File: config.mk
export PLATFORM = sky130hd
export DESIGN_NAME = rsd_unit
export DESIGN_NICKNAME = d
export VERILOG_FILES = /design/src/rtl/rsd_pkg.sv /design/src/rtl/rsd_shift_core.sv /design/src/rtl/rsd_digit_core.sv /design/src/rtl/rsd_flag_gen.sv /design/src/rtl/rsd_unit.sv
export SDC_FILE = /design/constraint.sdc
export NUM_CORES = 1
export LEC_CHECK = 0
export CAP_MARGIN = 5
export CORE_ASPECT_RATIO = 1.1
export CORE_MARGIN = 2
export CORE_UTILIZATION = 48
export DETAILED_ROUTE_END_ITERATION = 8
export HOLD_SLACK_MARGIN = 0.12
export PLACE_DENSITY_LB_ADDON = 0.2
export SYNTH_ARGS = -nofsm -noshare
export SYNTH_HDL_FRONTEND = slang
export SYNTH_SLANG_ARGS = --single-unit
File: constraint.sdc
create_clock -name clk_i -period 0.8 [get_ports clk_i]
set_input_delay 0.12 -clock clk_i [delete_from_list [all_inputs] [get_ports clk_i]]
set_output_delay 0.12 -clock clk_i [all_outputs]
set_load 0.02 [all_outputs]
File: src/rtl/rsd_pkg.sv
package rsd_pkg;
  localparam int BYTE_W = 8;
  localparam int WORD_W = 16;
  localparam int NIB_W  = 4;
  localparam int OP_W   = 3;

  typedef enum logic [OP_W-1:0] {
    OP_RLT  = 3'd0,
    OP_RRT  = 3'd1,
    OP_RLC  = 3'd2,
    OP_RRC  = 3'd3,
    OP_SLA  = 3'd4,
    OP_DGL  = 3'd5,
    OP_DGR  = 3'd6,
    OP_NONE = 3'd7
  } rsd_op_e;
endpackage

File: src/rtl/rsd_shift_core.sv
module rsd_shift_core
  import rsd_pkg::*;
#(
  parameter int W = 8
) (
  input  rsd_op_e        op_i,
  input  logic [W-1:0]   val_i,
  input  logic           cin_i,
  output logic [W-1:0]   res_o,
  output logic           cout_o
);
  always_comb begin
    res_o  = val_i;
    cout_o = cin_i;
    case (op_i)
      OP_RLT: begin res_o = {val_i[W-2:0], cin_i};      cout_o = val_i[W-1]; end
      OP_RRT: begin res_o = {cin_i, val_i[W-1:1]};      cout_o = val_i[0];   end
      OP_RLC: begin res_o = {val_i[W-2:0], val_i[W-1]}; cout_o = val_i[W-1]; end
      OP_RRC: begin res_o = {val_i[0], val_i[W-1:1]};   cout_o = val_i[0];   end
      OP_SLA: begin res_o = {val_i[W-2:0], 1'b0};       cout_o = val_i[W-1]; end
      default: ;
    endcase
  end

  // circular rotates keep the population count
  always_comb begin
    if (op_i == OP_RLC || op_i == OP_RRC)
      AST_CIRC_ONES: assert ($countones(res_o) == $countones(val_i)) else $error("circular ones");
  end
endmodule

File: src/rtl/rsd_digit_core.sv
module rsd_digit_core
  import rsd_pkg::*;
(
  input  logic              left_i,
  input  logic [BYTE_W-1:0] acc_i,
  input  logic [BYTE_W-1:0] mem_i,
  output logic [BYTE_W-1:0] acc_o,
  output logic [BYTE_W-1:0] mem_o
);
  logic [NIB_W-1:0] a_lo, m_lo, m_hi;
  assign a_lo = acc_i[NIB_W-1:0];
  assign m_lo = mem_i[NIB_W-1:0];
  assign m_hi = mem_i[BYTE_W-1:NIB_W];

  always_comb begin
    if (left_i) begin
      mem_o = {m_lo, a_lo};
      acc_o = {acc_i[BYTE_W-1:NIB_W], m_hi};
    end else begin
      mem_o = {a_lo, m_hi};
      acc_o = {acc_i[BYTE_W-1:NIB_W], m_lo};
    end
  end

  always_comb begin
    AST_DIGIT_ONES: assert ($countones({acc_o[NIB_W-1:0], mem_o}) ==
                            $countones({a_lo, mem_i})) else $error("digit ones");
  end
endmodule

File: src/rtl/rsd_flag_gen.sv
module rsd_flag_gen
  import rsd_pkg::*;
(
  input  logic [WORD_W-1:0] val_i,
  input  logic              wide_i,
  output logic              s_o,
  output logic              z_o,
  output logic              pv_o
);
  localparam logic [WORD_W-1:0] BYTE_MASK = WORD_W'({BYTE_W{1'b1}});
  logic [WORD_W-1:0] masked;

  assign masked = wide_i ? val_i : (val_i & BYTE_MASK);
  assign s_o    = wide_i ? val_i[WORD_W-1] : val_i[BYTE_W-1];
  assign z_o    = (masked == '0);
  assign pv_o   = ~^masked;
endmodule

File: src/rtl/rsd_unit.sv
module rsd_unit
  import rsd_pkg::*;
(
  input  logic              clk_i,
  input  logic              rst_ni,
  input  logic              valid_i,
  input  logic [OP_W-1:0]   op_i,
  input  logic              wide_i,
  input  logic [WORD_W-1:0] operand_i,
  input  logic [BYTE_W-1:0] mem_i,
  input  logic [BYTE_W-1:0] acc_i,
  input  logic              carry_i,
  output logic              valid_o,
  output logic [WORD_W-1:0] result_o,
  output logic [BYTE_W-1:0] acc_o,
  output logic [BYTE_W-1:0] mem_o,
  output logic              flag_s_o,
  output logic              flag_z_o,
  output logic              flag_h_o,
  output logic              flag_pv_o,
  output logic              flag_n_o,
  output logic              flag_c_o
);
  localparam int N_WIDTHS = 2;

  rsd_op_e op;
  logic    is_digit, fire;
  assign op       = rsd_op_e'(op_i);
  assign is_digit = (op == OP_DGL) || (op == OP_DGR);
  assign fire     = valid_i && (op != OP_NONE);

  logic [WORD_W-1:0] sh_res [N_WIDTHS];
  logic              sh_c   [N_WIDTHS];

  for (genvar g = 0; g < N_WIDTHS; g++) begin : g_width
    localparam int GW = (g == 0) ? BYTE_W : WORD_W;
    logic [GW-1:0] r;
    logic          c;
    rsd_shift_core #(.W(GW)) u_core (
      .op_i   (op),
      .val_i  (operand_i[GW-1:0]),
      .cin_i  (carry_i),
      .res_o  (r),
      .cout_o (c)
    );
    assign sh_res[g] = WORD_W'(r);
    assign sh_c[g]   = c;
  end

  logic [BYTE_W-1:0] dg_acc, dg_mem;
  rsd_digit_core u_digit (
    .left_i (op == OP_DGL),
    .acc_i  (acc_i),
    .mem_i  (mem_i),
    .acc_o  (dg_acc),
    .mem_o  (dg_mem)
  );

  logic [WORD_W-1:0] res_sel, flag_src;
  logic              c_sel, f_s, f_z, f_pv;
  assign res_sel  = is_digit ? WORD_W'(dg_mem) : (wide_i ? sh_res[1] : sh_res[0]);
  assign c_sel    = is_digit ? carry_i : (wide_i ? sh_c[1] : sh_c[0]);
  assign flag_src = is_digit ? WORD_W'(dg_acc) : res_sel;

  rsd_flag_gen u_flags (
    .val_i  (flag_src),
    .wide_i (wide_i && !is_digit),
    .s_o    (f_s),
    .z_o    (f_z),
    .pv_o   (f_pv)
  );

  always_ff @(posedge clk_i or negedge rst_ni) begin
    if (!rst_ni) begin
      valid_o   <= 1'b0;
      result_o  <= '0;
      acc_o     <= '0;
      mem_o     <= '0;
      flag_s_o  <= 1'b0;
      flag_z_o  <= 1'b0;
      flag_h_o  <= 1'b0;
      flag_pv_o <= 1'b0;
      flag_n_o  <= 1'b0;
      flag_c_o  <= 1'b0;
    end else begin
      valid_o <= fire;
      if (fire) begin
        result_o  <= res_sel;
        acc_o     <= is_digit ? dg_acc : acc_i;
        mem_o     <= is_digit ? dg_mem : mem_i;
        flag_s_o  <= f_s;
        flag_z_o  <= f_z;
        flag_h_o  <= 1'b0;
        flag_pv_o <= f_pv;
        flag_n_o  <= 1'b0;
        flag_c_o  <= c_sel;
      end
    end
  end

  AST_FIRE_VALID: assert property (@(posedge clk_i) disable iff (!rst_ni)
    fire |=> valid_o) else $error("no valid");
  AST_IDLE_HOLD: assert property (@(posedge clk_i) disable iff (!rst_ni)
    !fire |=> (!valid_o && $stable(result_o) && $stable(acc_o) && $stable(mem_o) && $stable(flag_c_o)))
    else $error("outputs moved");
  AST_BYTE_UPPER: assert property (@(posedge clk_i) disable iff (!rst_ni)
    (fire && !wide_i) |=> (result_o[WORD_W-1:BYTE_W] == '0)) else $error("upper byte");
  AST_DIGIT_CARRY: assert property (@(posedge clk_i) disable iff (!rst_ni)
    (fire && is_digit) |=> (flag_c_o == $past(carry_i))) else $error("digit carry");
  AST_DIGIT_ACC_HI: assert property (@(posedge clk_i) disable iff (!rst_ni)
    (fire && is_digit) |=> (acc_o[BYTE_W-1:NIB_W] == $past(acc_i[BYTE_W-1:NIB_W])))
    else $error("acc high nibble");
  AST_HN_CLEAR: assert property (@(posedge clk_i) disable iff (!rst_ni)
    valid_o |-> (!flag_h_o && !flag_n_o)) else $error("h/n set");
  AST_ZERO_NOT_NEG: assert property (@(posedge clk_i) disable iff (!rst_ni)
    (valid_o && flag_z_o) |-> !flag_s_o) else $error("zero and sign");
endmodule

==> results.ini, run 1 <==
[outcome]
outcome=aborted with a tool error
haltStage=5_1_grt
error_line=[ERROR DPL-0038] Utilization greater than 100%, impossible to legalize

[clock_tree]
clockBufferDepth=2
cts_buffers=5
cts_sinks=37
cts_root_buf=clkbuf_8
cts_max_level=2

[floorplanning]
start_util=0.493
io_pins=79
die_x_um=74.7
num_rows=28
die_h_um=81.8

[synth]
syn_inst=325
synth.area.top_cells=dfrtp_1 (35%), nand2_1 (13%), mux2i_1 (6.1%), o22a_1 (5.0%), ha_1 (3.8%)
yosysSeqAreaShare=0.351
synth_top_area_frac=0.351
yosysTopAreaCell=dfrtp_1
syn_area_um2=2640
ys_warn_count=0
syn_area_per_cell_um2=8.13
ys_seq_elements=37
yosys.cell_types.count=45

[placement]
numPortBuffers=76
placedCellCount=523
dpl.hpwl_mm=6.47
gp_congestion=0.900

[sta]
worstEndpointType=register input
crit_endpoint=flag_pv_o$_DFFE_PN0P_/D

[global_route]
grt_max_degree=31

-- cells in the mapped netlist, drive strengths merged --
cell type	n
a211oi	1
a21boi	5
a21oi	15
a221o	2
a221oi	4
a22o	4
a31o	1
a31oi	9
and2	2
and2b	2
buf	20
clkbuf	6
conb	1
dfrtp	37
ha	8
inv	2
mux2i	16
nand2	93
nand2b	3
nand3	11
nand3b	1
nand4	2
nor2	14
nor2b	9
nor3	3
o211ai	1
o21a	1
o21ai	27
o22a	15
o31ai	2
or3	1
xnor2	6
xor2	1
-- repair_timing --
| action | 4_1_cts |
|---|---|
| resized for setup | 410 |
| setup buffers | 47 |
| hold buffers | 1 |
| gates cloned | 7 |
| endpoints found under the hold margin | 37 |
| endpoints found under the setup margin | 74 |
| pin swaps | 56 |
-- through the flow --
step                cell area, um^2  setup WS [ns]  hold slack [ns]  utilization  TNS [ns]
floorplan                      2870          -1.09           -0.176            -    -10.79
global placement               4060          -1.70          -0.0185        0.758    -47.41
detailed placement             4060          -1.75          -0.0152        0.758    -49.09
CTS                            5140         -0.931            0.203        0.958    -14.93
-- cells by family after synthesis --
| logic type | count (synthesis) | share of synthesized area |
|---|---|---|
| multiplexers | 16 | 0.0606 |
| buffers and inverters | 28 | 0.0592 |
| adder cells (fa/ha/maj) | 8 | 0.0379 |
| flip-flops | 37 | 0.351 |
| AO/OA/AOI/OAI | 87 | 0.221 |
| XOR/XNOR | 7 | 0.0232 |
| other | 1 | 0.00142 |
| AND/OR/NAND/NOR | 141 | 0.246 |
==> run 2: changes to the inputs <==
Settings changed: CORE_ASPECT_RATIO 1.1 to unset, CORE_UTILIZATION 48 to 35, HOLD_SLACK_MARGIN 0.12 to unset, PLACE_DENSITY_LB_ADDON 0.2 to 0.15.
==> results.ini, run 2 <==
[synth]
synth_common_cells=nand2_1 (91), dfrtp_1 (37), o21ai_0 (19), mux2i_1 (16)
synth_edf_count=0
syn_area_per_cell_um2=8.13
ys_seq_elements=37
ys_warn_count=0
yosys_most_used_dff=dfrtp_1
syn_inst=325
yosysMostFrequentCell=nand2_1
yosysTopAreaCell=dfrtp_1
synth.area.top_cells=dfrtp_1 (35%), nand2_1 (13%), mux2i_1 (6.1%), o22a_1 (5.0%), ha_1 (3.8%)
yosysSeqAreaShare=0.351
yosys.cell_types.count=45
syn_area_um2=2640
synth_top_area_frac=0.351
synthArstFlopShare=1.00

[pwr]
power.total_mw=7.61
vdd_drop_max_uv=653
p_per_area_nw_per_um2=1420
p_leak_nw=2.51

[sta]
final_hold_viol_count=0
period_needed_ns=1.61
rsz0062_at_grt=true
min_period_over_period=2.01
hold_ws_ns=0.215
slew_viol_final=0
fmax_mhz=622
timing.final.ws_setup_ns=-0.807
finClkSkew_ns=0
setup_violations=74

[drt]
drc=0
via_per_inst=5.20
post_drt_wl_per_cell_um=16.3
num_vias=3228
finalWirelength_mm=10.1
first_pass_iters=4
ant_nets=0
drt-initial-drc-count=183

[outcome]
outcome=finished, violations left
violations=setup timing

[global_route]
antenna_found_initial=0
first_global_vias=3198
use_met3=0.0334
grt_usage=0.242
use_met2=0.403
grt_max_degree=30
use_met1=0.315
grt_pass1_wl_mm=16.0
grt.busiest_layer=met2
grt_overflow_total=0

[placement]
gp_congestion=0.864
numPortBuffers=76
placedCellCount=551
dpl.hpwl_mm=6.45

[critical_path]
crit_path_start_kind=input pin
reg2reg_slack_ns=-0.10
slowest_stage=ha_2
critPathCaptureType=flip-flop
max_stage_delay_ns=0.30
rr_startpoint=mem_o[5]
crit_top_cell=xnor2_1
arrival_ns=1.79
cp.required_ns=0.99
crit_chain=buf_12 -> mux2i_4 -> nand2b_4 -> nand3_2 -> o211ai_1 -> a21oi_2 -> ha_2 -> xnor2_2 -> xnor2_1 -> xnor2_1 -> o21ai_1
crit_type=in -> reg
critPathMaxFanout=8
reg2reg_depth=4
reg2reg_to=mem_o[5]

[clock_tree]
cts_sinks=37
cts_root_buf=clkbuf_8
cts_tree=done
clkTransAtPathRegs_ns=0.08
cts_max_level=2
clockBufferDepth=2
clk-insertion-delay-late_ns=0.29
cts_buffers=5

[floorplanning]
start_util=0.362
io_pins=79
num_rows=31
die_h_um=90.9
core_area_um2=7290
fp.dieArea_um2=8260
die_x_um=90.9

[layout]
nFillCells=517
largest_reg_flops=16
antenna_cells=0
final_cell_mix=buf_4 (92), nand2_1 (70), buf_6 (67), dfrtp_1 (37), dlygate4sd2_1 (23)
nets=569
stdcell_count=621
multi_input_area_um2=2060
regMostFlops=result_o
top_regs=result_o (16), acc_o (8), mem_o (8)
layout_commonest_cell=buf_4
ff_latch_area_um2=926
drive_gt1_frac=0.550
area_growth_pct=102

[run]
maxCapViolCount=0

[min_path]
hp-class=in -> async

run 2: worst max-delay path: cells and delay by family:
family / cells / cell delay [ns]
AO/OA/AOI/OAI: 3 / 0.35
XOR/XNOR: 3 / 0.48
adder cells (fa/ha/maj): 1 / 0.30
buffers and inverters: 1 / 0.10
multiplexers: 1 / 0.26
AND/OR/NAND/NOR: 2 / 0.17
run 2: per-stage QoR:
| step | area, um^2 | util | TNS, ns | setup slack, ns |
|---|---|---|---|---|
| floorplan | 2870 | - | -10.79 | -1.09 |
| global placement | 4100 | 0.562 | -47.98 | -1.64 |
| detailed placement | 4100 | 0.562 | -49.44 | -1.67 |
| CTS | 5100 | 0.700 | -16.06 | -0.766 |
| global route | 5340 | 0.733 | -25.19 | -0.885 |
| finish | 5340 | 0.733 | -22.90 | -0.807 |
run 2: repair_timing:
| item | 4_1_cts | 5_1_grt |
|---|---|---|
| buffers inserted | 56 | 14 |
| hold buffers | 1 | 0 |
| hold endpoints to repair | 37 | 0 |
| resized for setup | 412 | 39 |
| endpoints found under the setup margin | 74 | 74 |
| gates cloned | 7 | 1 |
| pin swaps | 61 | 16 |
run 2: worst max-delay path by stage:
stage          slack [ns]     from        end  cells after the start
6_report            -0.81  op_i[1]  flag_pv_o                     11
3_5_place_dp        -1.67  op_i[1]  flag_pv_o                     11
5_1_grt             -0.89  op_i[1]  flag_pv_o                     11
3_3_place_gp        -1.64  op_i[1]  flag_pv_o                     11
4_1_cts             -0.77  op_i[1]  flag_pv_o                     10
2_1_floorplan       -1.09  op_i[0]  flag_pv_o                     11
run 2: cell families after synthesis:
kind of cell,synth area share
multiplexers,0.0606
other,0.00142
flip-flops,0.351
AND/OR/NAND/NOR,0.246
XOR/XNOR,0.0232
AO/OA/AOI/OAI,0.221
adder cells (fa/ha/maj),0.0379
buffers and inverters,0.0592
run 2: layout make-up:
cell class / count / area share
Multi-Input combinational cell: 261 / 0.385
Timing Repair Buffer: 211 / 0.390
Inverter: 2 / 0.00281
Tap cell: 99 / 0.0232
Sequential cell: 37 / 0.173
Clock buffer: 6 / 0.0155
Timing Repair inverter: 3 / 0.00773
Clock inverter: 2 / 0.00258
run 2: report_power, final:
group          switching, mW  internal, mW
logic                   1.76          2.12
registers              0.201          2.12
clock network          0.715         0.699
total                   2.67          4.94
run 2: per-layer routing:
metal  up-vias  routed length [um]
met5         -                   0
met4         0                 331
met3        23                 502
met2       134                5000
met1      1540                4310
li1       1531                   -
No activity file was read; power rests on OpenSTA's default activity.
==> run 3: changes to the inputs <==
Settings changed: CTS_CLUSTER_SIZE set to 14.
==> results of run 3 <==
Same layout as run 2: the final DEF is identical, and so are final timing and power.
==> run 4: changes to the inputs <==
Settings changed: TNS_END_PERCENT set to 5.
==> results.ini, run 4 (same netlist as run 2, synthesis figures left out) <==
[sta]
fmax_mhz=601
timing.final.ws_setup_ns=-0.863
min_period_over_period=2.08
slew_viol_final=0
hold_ws_ns=0.218
period_needed_ns=1.66
final_hold_viol_count=0
rsz0062_at_grt=true
setup_violations=71
finClkSkew_ns=0

[drt]
routed.top_layer=met4
via_per_inst=5.06
post_drt_wl_per_cell_um=15.0
first_pass_iters=4
num_vias=2963
ant_nets=0
dr_wl_met2_mm=4.24
drc=0
m1WireLength_mm=3.95
wl_met3_um=392
drt-initial-drc-count=225
finalWirelength_mm=8.78

[pwr]
p_sw_mw=2.38
pwr-share-seq=0.333
power.total_mw=6.76
p_int_mw=4.38
p_leak_nw=2.18
p_per_area_nw_per_um2=1470
p_clk_frac=0.208
vdd_drop_max_uv=604
p_sw_frac=0.352
combPwrFrac=0.460

[floorplanning]
start_util=0.362
fp.dieArea_um2=8260
die_x_um=90.9
num_rows=31
die_h_um=90.9
io_pins=79
core_area_um2=7290

[clock_tree]
clkTransAtPathRegs_ns=0.08
cts_buffers=5
cts_root_buf=clkbuf_8
cts_tree=done
cts_max_level=2
clockBufferDepth=2
cts_sinks=37
clk-insertion-delay-late_ns=0.29

[outcome]
outcome=finished, violations left
violations=setup timing

[layout]
ff_latch_area_um2=926
final_cell_mix=nand2_1 (79), buf_4 (79), dfrtp_1 (37), buf_2 (33), buf_6 (23)
largest_reg_flops=16
area_growth_pct=73.7
drive_gt1_frac=0.466
nFillCells=640
antenna_cells=0
regMostFlops=result_o
top_regs=result_o (16), acc_o (8), mem_o (8)
multi_input_area_um2=1920
nets=534

[placement]
gp_congestion=0.932
dpl.hpwl_mm=6.26
place_worst_setup_slack_ns=-1.77
numPortBuffers=76

[min_path]
hp-class=in -> async

[critical_path]
cp.required_ns=0.98
crit_type=in -> reg
critPathMaxFanout=5
critPathCaptureType=flip-flop
reg2reg_slack_ns=-0.04
arrival_ns=1.84
crit_path_start_kind=input pin

[global_route]
grt_pass1_wl_mm=14.2
grt_overflow_total=0
antenna_found_initial=0
grt_usage=0.211
first_global_vias=2875
grt_max_degree=35

[run]
maxCapViolCount=0

[run 4: cell types whose count changed in the layout (fill, tap and decap cells not counted), moves of 6 or more]
cell	previous run	this run
dlymetal6s2s_1	0	6
nand2_1	70	79
buf_2	6	33
dlygate4sd2_1	23	8
clkdlybuf4s50_1	4	16
buf_6	67	23
buf_4	92	79
nor2b_1	1	7
[run 4: power by group through the flow]
stage          Combinational, mW  Sequential (mW)  Clock [mW]
6_report                    3.10             2.25        1.40
5_1_grt                     3.36             2.28        1.50
4_1_cts                     2.98             2.25        1.43
3_5_place_dp                2.87             2.29           0
3_3_place_gp                2.84             2.29           0
2_1_floorplan               1.16             2.59           0
[run 4: path summary, 6_finish.rpt]
path / to / startpoint / cells past startpoint
max: flag_pv_o / op_i[1] / 11
min: mem_o[3] / rst_ni / 2
max reg2reg: result_o[6] / result_o[6] / 2
min reg2reg: result_o[8] / result_o[8] / 2
max in group asynchronous: result_o[8] / rst_ni / 3
min in group clk_i: mem_o[0] / mem_i[0] / 4
[run 4: layout make-up]
| class | count | share of cell area |
|---|---|---|
| Clock buffer | 6 | 0.0180 |
| Clock inverter | 2 | 0.00300 |
| Inverter | 2 | 0.00327 |
| Multi-Input combinational cell | 261 | 0.419 |
| Sequential cell | 37 | 0.202 |
| Tap cell | 99 | 0.0270 |
| Timing Repair Buffer | 179 | 0.328 |
[run 4: per-layer routing]
layer,vias up,GRT usage
li1,1459,-
met1,1391,0.284
met2,91,0.359
met3,22,0.0217
met4,0,0.0619
met5,-,0
[run 4: per-stage QoR]
stage,std cells,util,cell area [um^2],setup TNS (ns)
2_1_floorplan,326,-,2740,-12.30
3_3_place_gp,556,0.563,4100,-49.53
3_5_place_dp,556,0.563,4100,-50.16
4_1_cts,585,0.607,4430,-17.47
5_1_grt,586,0.629,4590,-17.45
6_report,586,0.629,4590,-14.57
[run 4: critical path, cell delays in order]
cell and delay, ns:
buf_12 0.11, buf_4 0.13, and2b_4 0.27, buf_12 0.11
a22o_1 0.17, a21oi_2 0.07, ha_1 0.32, xnor2_2 0.15
xnor2_1 0.19, xnor2_1 0.13, o21ai_1 0.07
[run 4: timing repair]
| item | 4_1_cts | 5_1_grt |
|---|---|---|
| resized for setup | 252 | 61 |
| endpoints found under the setup margin | 74 | 73 |
| setup buffers | 20 | 2 |
| endpoints found under the hold margin | 37 | 0 |
| pin swaps | 32 | 26 |
| gates cloned | 1 | 0 |
| hold buffers | 1 | 0 |
